==> src/rtl/irq_mask_pkg.sv <==
package irq_mask_pkg;
   // SCSI source bit positions
   localparam int SRC_FCMP  = 0;
   localparam int SRC_SEL   = 1;
   localparam int SRC_RESEL = 2;
   localparam int SRC_ATN   = 3;
   localparam int SRC_PAR   = 4;
   localparam int SRC_BRST  = 5;
   localparam int SRC_UDC   = 6;
   localparam int SRC_PHM   = 7;
   localparam int SRC_GPT   = 8;
   localparam int SRC_HTH   = 9;
   localparam int SRC_STO   = 10;
   // DMA source bit positions
   localparam int DSRC_FLY  = 0;

   typedef enum logic {
      ROLE_INIT = 1'b0,
      ROLE_TGT  = 1'b1
   } bus_role_e;
endpackage

==> src/rtl/irq_fatal_map.sv <==
module irq_fatal_map #(
   parameter int          W        = 16,
   parameter logic [W-1:0] NF_INIT = '0,
   parameter logic [W-1:0] NF_TGT  = '0
) (
   input  logic         tgt_mode,
   output logic [W-1:0] fatal
);
   import irq_mask_pkg::*;

   bus_role_e role;
   assign role = bus_role_e'(tgt_mode);

   for (genvar i = 0; i < W; i++) begin : g_bit
      if (NF_INIT[i] == NF_TGT[i]) begin : g_fixed
         logic unused_role;
         assign unused_role = tgt_mode;
         assign fatal[i] = ~NF_INIT[i];
      end else begin : g_role
         assign fatal[i] = (role == ROLE_TGT) ? ~NF_TGT[i] : ~NF_INIT[i];
      end
   end
endmodule

==> src/rtl/irq_src_bank.sv <==
module irq_src_bank #(
   parameter int W        = 8,
   parameter bit SET_WINS = 1'b1
) (
   input  logic         clk,
   input  logic         rst_n,
   input  logic [W-1:0] evt,
   input  logic [W-1:0] en,
   input  logic [W-1:0] fatal,
   input  logic         clr,
   output logic [W-1:0] stat,
   output logic         pend,
   output logic         pin_next
);
   logic [W-1:0] stat_q, stat_d;
   logic [W-1:0] qual_q, qual_d;
   logic [W-1:0] pin_q,  pin_d;
   logic [W-1:0] qual_set, pin_set;

   assign qual_set = evt & (en | fatal);
   assign pin_set  = evt & en;

   if (SET_WINS) begin : g_set_wins
      assign stat_d = evt      | (clr ? '0 : stat_q);
      assign qual_d = qual_set | (clr ? '0 : qual_q);
      assign pin_d  = pin_set  | (clr ? '0 : pin_q);
   end else begin : g_clr_wins
      assign stat_d = clr ? '0 : (stat_q | evt);
      assign qual_d = clr ? '0 : (qual_q | qual_set);
      assign pin_d  = clr ? '0 : (pin_q  | pin_set);
   end

   always_ff @(posedge clk or negedge rst_n) begin
      if (!rst_n) begin
         stat_q <= '0;
         qual_q <= '0;
         pin_q  <= '0;
      end else begin
         stat_q <= stat_d;
         qual_q <= qual_d;
         pin_q  <= pin_d;
      end
   end

   assign stat     = stat_q;
   assign pend     = |qual_q;
   assign pin_next = |pin_d;
endmodule

==> src/rtl/irq_out_stage.sv <==
module irq_out_stage (
   input  logic clk,
   input  logic rst_n,
   input  logic pin_req,
   input  logic halt_d,
   output logic irq_n,
   output logic halt_req
);
   logic irq_n_q, halt_q;

   always_ff @(posedge clk or negedge rst_n) begin
      if (!rst_n) begin
         irq_n_q <= 1'b1;
         halt_q  <= 1'b0;
      end else begin
         irq_n_q <= ~pin_req;
         halt_q  <= halt_d;
      end
   end

   assign irq_n    = irq_n_q;
   assign halt_req = halt_q;
endmodule

==> src/rtl/irq_mask_ctrl.sv <==
module irq_mask_ctrl #(
   parameter int SCSI_W0  = 8,
   parameter int SCSI_W1  = 8,
   parameter int DMA_W    = 8,
   parameter logic [SCSI_W0+SCSI_W1-1:0] NF_INIT_MASK = 'h0307,
   parameter logic [SCSI_W0+SCSI_W1-1:0] NF_TGT_MASK  = 'h030F,
   parameter logic [DMA_W-1:0]           DMA_NF_MASK  = 'h01,
   parameter bit HAS_ATN  = 1'b1,
   parameter int ATN_IDX  = 3,
   parameter bit SET_WINS = 1'b1
) (
   input  logic                       clk,
   input  logic                       rst_n,
   input  logic                       tgt_mode,
   input  logic                       atn_nohalt,
   input  logic [SCSI_W0+SCSI_W1-1:0] scsi_evt,
   input  logic [SCSI_W0-1:0]         scsi_en_a,
   input  logic [SCSI_W1-1:0]         scsi_en_b,
   input  logic [DMA_W-1:0]           dma_evt,
   input  logic [DMA_W-1:0]           dma_en,
   input  logic                       scsi_clr,
   input  logic                       dma_clr,
   output logic [SCSI_W0+SCSI_W1-1:0] scsi_stat,
   output logic [DMA_W-1:0]           dma_stat,
   output logic                       scsi_pend,
   output logic                       dma_pend,
   output logic                       irq_n,
   output logic                       halt_req
);
   localparam int NS = SCSI_W0 + SCSI_W1;

   if (SCSI_W0 < 1 || SCSI_W1 < 1) begin : g_bad_scsi_w
      $error("irq_mask_ctrl: each SCSI enable group needs at least one bit");
   end
   if (DMA_W < 1) begin : g_bad_dma_w
      $error("irq_mask_ctrl: DMA_W must be at least 1");
   end
   if (HAS_ATN && (ATN_IDX < 0 || ATN_IDX >= NS)) begin : g_bad_atn
      $error("irq_mask_ctrl: ATN_IDX outside the SCSI source range");
   end

   logic [NS-1:0]    scsi_en, scsi_fatal;
   logic [DMA_W-1:0] dma_fatal;
   logic             scsi_pin_nx, dma_pin_nx;
   logic             atn_halt, halt_d;

   assign scsi_en = {scsi_en_b, scsi_en_a};

   irq_fatal_map #(.W(NS), .NF_INIT(NF_INIT_MASK), .NF_TGT(NF_TGT_MASK)) u_scsi_map (
      .tgt_mode (tgt_mode),
      .fatal    (scsi_fatal)
   );

   irq_fatal_map #(.W(DMA_W), .NF_INIT(DMA_NF_MASK), .NF_TGT(DMA_NF_MASK)) u_dma_map (
      .tgt_mode (tgt_mode),
      .fatal    (dma_fatal)
   );

   irq_src_bank #(.W(NS), .SET_WINS(SET_WINS)) u_scsi_bank (
      .clk      (clk),
      .rst_n    (rst_n),
      .evt      (scsi_evt),
      .en       (scsi_en),
      .fatal    (scsi_fatal),
      .clr      (scsi_clr),
      .stat     (scsi_stat),
      .pend     (scsi_pend),
      .pin_next (scsi_pin_nx)
   );

   irq_src_bank #(.W(DMA_W), .SET_WINS(SET_WINS)) u_dma_bank (
      .clk      (clk),
      .rst_n    (rst_n),
      .evt      (dma_evt),
      .en       (dma_en),
      .fatal    (dma_fatal),
      .clr      (dma_clr),
      .stat     (dma_stat),
      .pend     (dma_pend),
      .pin_next (dma_pin_nx)
   );

   if (HAS_ATN) begin : g_atn
      assign atn_halt = tgt_mode & ~atn_nohalt & scsi_evt[ATN_IDX] & scsi_en[ATN_IDX];
   end else begin : g_no_atn
      logic unused_nohalt;
      assign unused_nohalt = atn_nohalt;
      assign atn_halt = 1'b0;
   end

   assign halt_d = (|(scsi_evt & scsi_fatal)) | (|(dma_evt & dma_fatal)) | atn_halt;

   irq_out_stage u_out (
      .clk      (clk),
      .rst_n    (rst_n),
      .pin_req  (scsi_pin_nx | dma_pin_nx),
      .halt_d   (halt_d),
      .irq_n    (irq_n),
      .halt_req (halt_req)
   );
endmodule

==> config.mk <==
export PLATFORM = sky130hd
export DESIGN_NAME = irq_mask_ctrl
export DESIGN_NICKNAME = d
export VERILOG_FILES = /design/src/rtl/irq_mask_pkg.sv /design/src/rtl/irq_fatal_map.sv /design/src/rtl/irq_src_bank.sv /design/src/rtl/irq_out_stage.sv /design/src/rtl/irq_mask_ctrl.sv
export SDC_FILE = /design/constraint.sdc
export NUM_CORES = 1
export LEC_CHECK = 0
export BUFFER_PORTS_ARGS = -buffer_cell sky130_fd_sc_hd__buf_2
export CAP_MARGIN = 30
export CORE_ASPECT_RATIO = 1.2
export CORE_MARGIN = 5
export CORE_UTILIZATION = 25
export CTS_BUF_LIST = sky130_fd_sc_hd__clkbuf_4 sky130_fd_sc_hd__clkbuf_8
export DETAILED_ROUTE_END_ITERATION = 6
export GPL_ROUTABILITY_DRIVEN = 0
export MAX_ROUTING_LAYER = met4
export PLACE_DENSITY_LB_ADDON = 0.1
export SLEW_MARGIN = 10
export SYNTH_ARGS = -nofsm -noshare
export SYNTH_HDL_FRONTEND = slang
export SYNTH_SLANG_ARGS = --single-unit
==> constraint.sdc <==
create_clock -name clk -period 1.3 [get_ports clk]
set_input_delay 0.065 -clock clk [delete_from_list [all_inputs] [get_ports clk]]
set_output_delay 0.065 -clock clk [all_outputs]
set_load 0.02 [all_outputs]
# After elaboration in Yosys (flattened, before gate mapping)
# Index checks and enable logic that the tools add are counted.
[op_classes] bitwise=20 mux=7 n_reduce_logical=6
[op_table] cell="bitwise OR 16 bit" n=4
[op_table] cell="AND 16 bit" n=3
[op_table] cell="2-to-1 mux 16 bit" n=3
[op_table] cell="OR reduction 16 bit" n=3
[op_table] cell="2-to-1 mux 8 bit" n=3
[op_table] cell="bitwise OR 8 bit" n=3
[op_table] cell="AND 8 bit" n=2
[op_table] cell="OR reduction 8 bit" n=2
[op_table] cell="OR reduction 7 bit" n=1
[op_table] cell="AND 1 bit" n=3
[op_table] cell="bitwise OR 1 bit" n=3
[op_table] cell="inverter 1 bit" n=2
[op_table] cell="2-to-1 mux 1 bit" n=1
[word_totals] register_bits=74 out_inout_bits=28 in_bits=54 word_cells=41

# Longest topological paths before layout
[logic_depth] word_depth=5 depth_mapped=5

# By module
# A second synthesis with hierarchy kept.
[unflattened] hier_cells=283 hier_area_um2=3128.0
[modules_own_cells] mod="irq_src_bank at u_scsi_bank" area_each_um2=1778.0 cells_per_inst=143 instances=1
[modules_own_cells] mod="irq_src_bank at u_dma_bank" area_each_um2=955.9 cells_per_inst=91 instances=1
[modules_own_cells] mod="irq_mask_ctrl" area_each_um2=147.6 cells_per_inst=18 instances=1
[modules_own_cells] mod="irq_fatal_map at u_scsi_map" area_each_um2=123.9 cells_per_inst=18 instances=1
[modules_own_cells] mod="irq_fatal_map at u_dma_map" area_each_um2=67.6 cells_per_inst=10 instances=1
[modules_own_cells] mod="irq_out_stage" area_each_um2=55.1 cells_per_inst=3 instances=1

# Worst setup path before layout
# Ideal clock, no wire load.
[synth_timing] kind="input -> register" start="input port dma_evt[6]" end="register u_out.halt_q, in the netlist u_out.halt_req" t_arrival_ps=1009 path_stages=3 path_slack_ps=153 setup_ps=138 required_ps=1162 n_path_buf=0 path_cell_list="or4_4 a2111oi_4 nand4_1"
[synth_via] elab_chain_len=3
[synth_lines] item="start: declaration" line="irq_mask_ctrl.sv:19" rtl="input logic [DMA_W-1:0] dma_evt,"
[synth_lines] item="OR reduction 7 bit" line="irq_mask_ctrl.sv:91" rtl="assign halt_d = (|(scsi_evt & scsi_fatal)) | (|(dma_evt & dma_fatal)) | atn_halt;"
[synth_lines] item="bitwise OR 1 bit (2 in a row)" line="irq_mask_ctrl.sv:91"
[synth_lines] item="net halt_d" line="irq_mask_ctrl.sv:45" rtl="logic atn_halt, halt_d;"
[synth_lines] item="end signal: assignment" line="irq_out_stage.sv:17" rtl="halt_q <= halt_d;"
[synth_lines] item="end: declaration" line="irq_out_stage.sv:9" rtl="logic irq_n_q, halt_q;"
# The timed path passes the listed nets, and every way through them passes these cells.

# Worst setup path after layout
[layout_timing] start="register u_scsi_bank.qual_q[0]" end="output port scsi_pend"
[layout_via] elab_chain_len=1
[layout_lines] item="start: declaration" line="irq_src_bank.sv:16" rtl="logic [W-1:0] qual_q, qual_d;"
[layout_lines] item="start signal: assignment" line="irq_src_bank.sv:40" rtl="qual_q <= qual_d;"
[layout_lines] item="OR reduction 16 bit" line="irq_src_bank.sv:46" rtl="assign pend = |qual_q;"
[layout_lines] item="end: declaration" line="irq_mask_ctrl.sv:25" rtl="output logic scsi_pend,"
# Every way passes these cells.

==> metrics.txt <==
Multi-input gate area between 800 and 900 µm²; crit path max-delay cell type dfrtp_1; grt ovf 0; largest net degree at the start of global routing 24; CTS H-tree lvls 3; post-synthesis net count 280; DR pass1 iterations 4; clk slew on worst S/H paths approximately 0.070 ns; outcome finished, violations left; Die ar. approximately 0.013 mm²; Die Y between 100 and 150 µm; Initial Util 0.253; Final Hold Vio Count 0; clock buffer count from CTS 9; Via-to-Cell Ratio between 4 and 5; Yosys reg bits 74; Initial DRC Count 63; peak supply drop 0.496 mV; Cell Pwr Density ~1200 mW/mm²; most common cell after layout, fill and taps aside buf_2; grt met1 use 0.169; Fmax 0.674 GHz; nets roughly 430; global routing's busiest layer met2; # rows 42; # IOs between 80 and 90; antenna viol nets, final 0; Total Wirelength around 8100 µm; Avg WL per Cell between 15 and 20 µm; GRT Resource Usage Total 0.132; DPL Wire Length 5830 µm; fin. max-slew vios 0; first-pass GRT wire length approximately 13000 µm; M2 GR Usage 0.204; Placeable Area between 0.01 and 0.015 mm²; P_leak 2.02 nW; Inserted Diodes 0; Overall Power approximately 5.1 mW; CTS root buf clkbuf_8; Hold Path Class in2reg; WP data required around 1.2 ns; Seq. cell area roughly 0.0019 mm²; DR vias about 2200; placed insts about 450; port bufs 81; P&R area growth vs syn 51.0%; die width 106 µm; TritonCTS clock tree built; CTS Sinks 74; final worst-path cycle share 1.14; Fillers ~1100; setup TNS -0.220 ns; Yosys Warn Count 0; fin crit period approximately 1.5 ns; Synth cell types 20; Slew @ Worst Pin around 0.4 ns; share of cells above drive strength 1 0.352; vias in the first global route about 2500; crit path DAT roughly 1.4 ns; CP Launch Type register; CP cell instances nor4_4 > nand4_1 > buf_4; worst setup margin -0.183 ns; largest incremental delay on the critical path between 0.4 and 0.5 ns; most frequent cells in the layout 78 x buf_2, 73 x dfrtp_1, 42 x dlygate4sd3_1; RSZ-0062 raised after global routing yes; CP endpoint kind output pin; met3 Use GR 0.0320; sequential fraction of the synthesis area 0.667; endpoints failing setup 2; skew final between 0.006 and 0.007 ns; Mapped Cells approximately 230; max-cap violations 0; critical-path maximum fanout 2; initial antenna violation count 0; failing checks negative setup slack; CTS max path bufs 2; Worst-Skew Late Latency 0.34 ns; DR DRC count 0; WS Path Type reg2out; pre-CTS setup slack -0.0864 ns; Slew headroom 0.735; Non-Filler Instances 510; syn_area_per_cell 12.3 µm²; synthesized cell area about 0.0028 mm²
stage by stage:
step           area, µm²   util  hold slack (ns)
2_1_floorplan       2780      -           -0.231
3_3_place_gp        3500  0.318         -0.00638
3_5_place_dp        3500  0.318         -0.00643
4_1_cts             4140  0.377          0.00183
5_1_grt             4190  0.382           0.0107
6_report            4190  0.382           0.0133
synth_stat cells, drive strengths merged:
library cell | number | area share
dfrtp | 73 | 0.66
a21o | 41 | 0.11
nand2 | 26 | 0.035
inv | 19 | 0.026
o21ai | 17 | 0.031
nor4 | 12 | 0.027
nand2b | 8 | 0.018
o2111ai | 8 | 0.025
a22o | 7 | 0.022
clkbuf | 5 | 0.0068
buf | 2 | 0.0036
nand4 | 2 | 0.0045
a2111oi | 1 | 0.0099
and4 | 1 | 0.0032
dfstp | 1 | 0.0095
nor3 | 1 | 0.0018
o31a | 1 | 0.0032
or4 | 1 | 0.0041
what timing repair did:
action	4_1_cts	5_1_grt
resized for setup	8	6
hold endpoints to repair	126	2
buffers inserted	0	2
endpoints found under the setup margin	3	3
hold buffers	41	1
pin swaps	4	4
layer usage:
metal	part of all wire	routed length, µm	vias up
met5	0	0	-
met2	0.47	3810	61
li1	-	-	1097
met1	0.47	3770	1084
met4	0.011	87	0
met3	0.053	428	6
path summary, 6_finish.rpt:
kind | start | end | slack, ns | cells past startpoint
worst max-delay path | u_scsi_bank.qual_q[0] | scsi_pend | -0.18 | 3
worst min-delay path | scsi_en_a[2] | u_scsi_bank.qual_q[2] | 0.01 | 3
worst max register to register | u_dma_bank.pin_q[1] | u_out.irq_n | 0.08 | 4
worst min register to register | u_dma_bank.stat[5] | u_dma_bank.stat[5] | 0.48 | 1
max in group asynchronous | rst_n | u_dma_bank.pin_q[5] | 0.63 | 3
min in group asynchronous | rst_n | u_dma_bank.stat[0] | 0.17 | 2
power by group:
group	switching, mW	internal (mW)	leakage (nW)
logic	0.378	0.351	1.08
registers	0.0861	2.47	0.837
clock network	0.819	0.967	0.103
total	1.28	3.79	2.02
registers in the layout (all words and copies together), names as in the netlist:
name / count
u_out.irq_n: 1
u_scsi_bank.pin_q: 16
u_scsi_bank.stat: 16
u_out.halt_req: 1
u_dma_bank.pin_q: 8
u_dma_bank.stat: 8
u_dma_bank.qual_q: 8
u_scsi_bank.qual_q: 16
critical path, delay by kind of cell (launching register included):
family | cells | cell delay, ns
DFF | 1 | 0.41
and+or+nand+nor | 2 | 0.48
buffers and inverters | 1 | 0.20
cell families (layout without fill, tap and decap cells):
logic type	count (synthesis)	count (layout)	share of synthesized area
and+or+nand+nor	51	51	0.0937
buffers and inverters	26	178	0.0361
DFF	74	74	0.667
AOI/OAI and AO/OA	75	75	0.203
cell type report:
class	count	area share
repair buffers	144	0.243
well taps	132	0.0394
multi-input cells	126	0.212
clock buffers	12	0.0364
flip-flops and latches	74	0.442
clock inverters	3	0.00955
inverters	19	0.0170
Note: power is estimated with default switching activity, not from simulation.
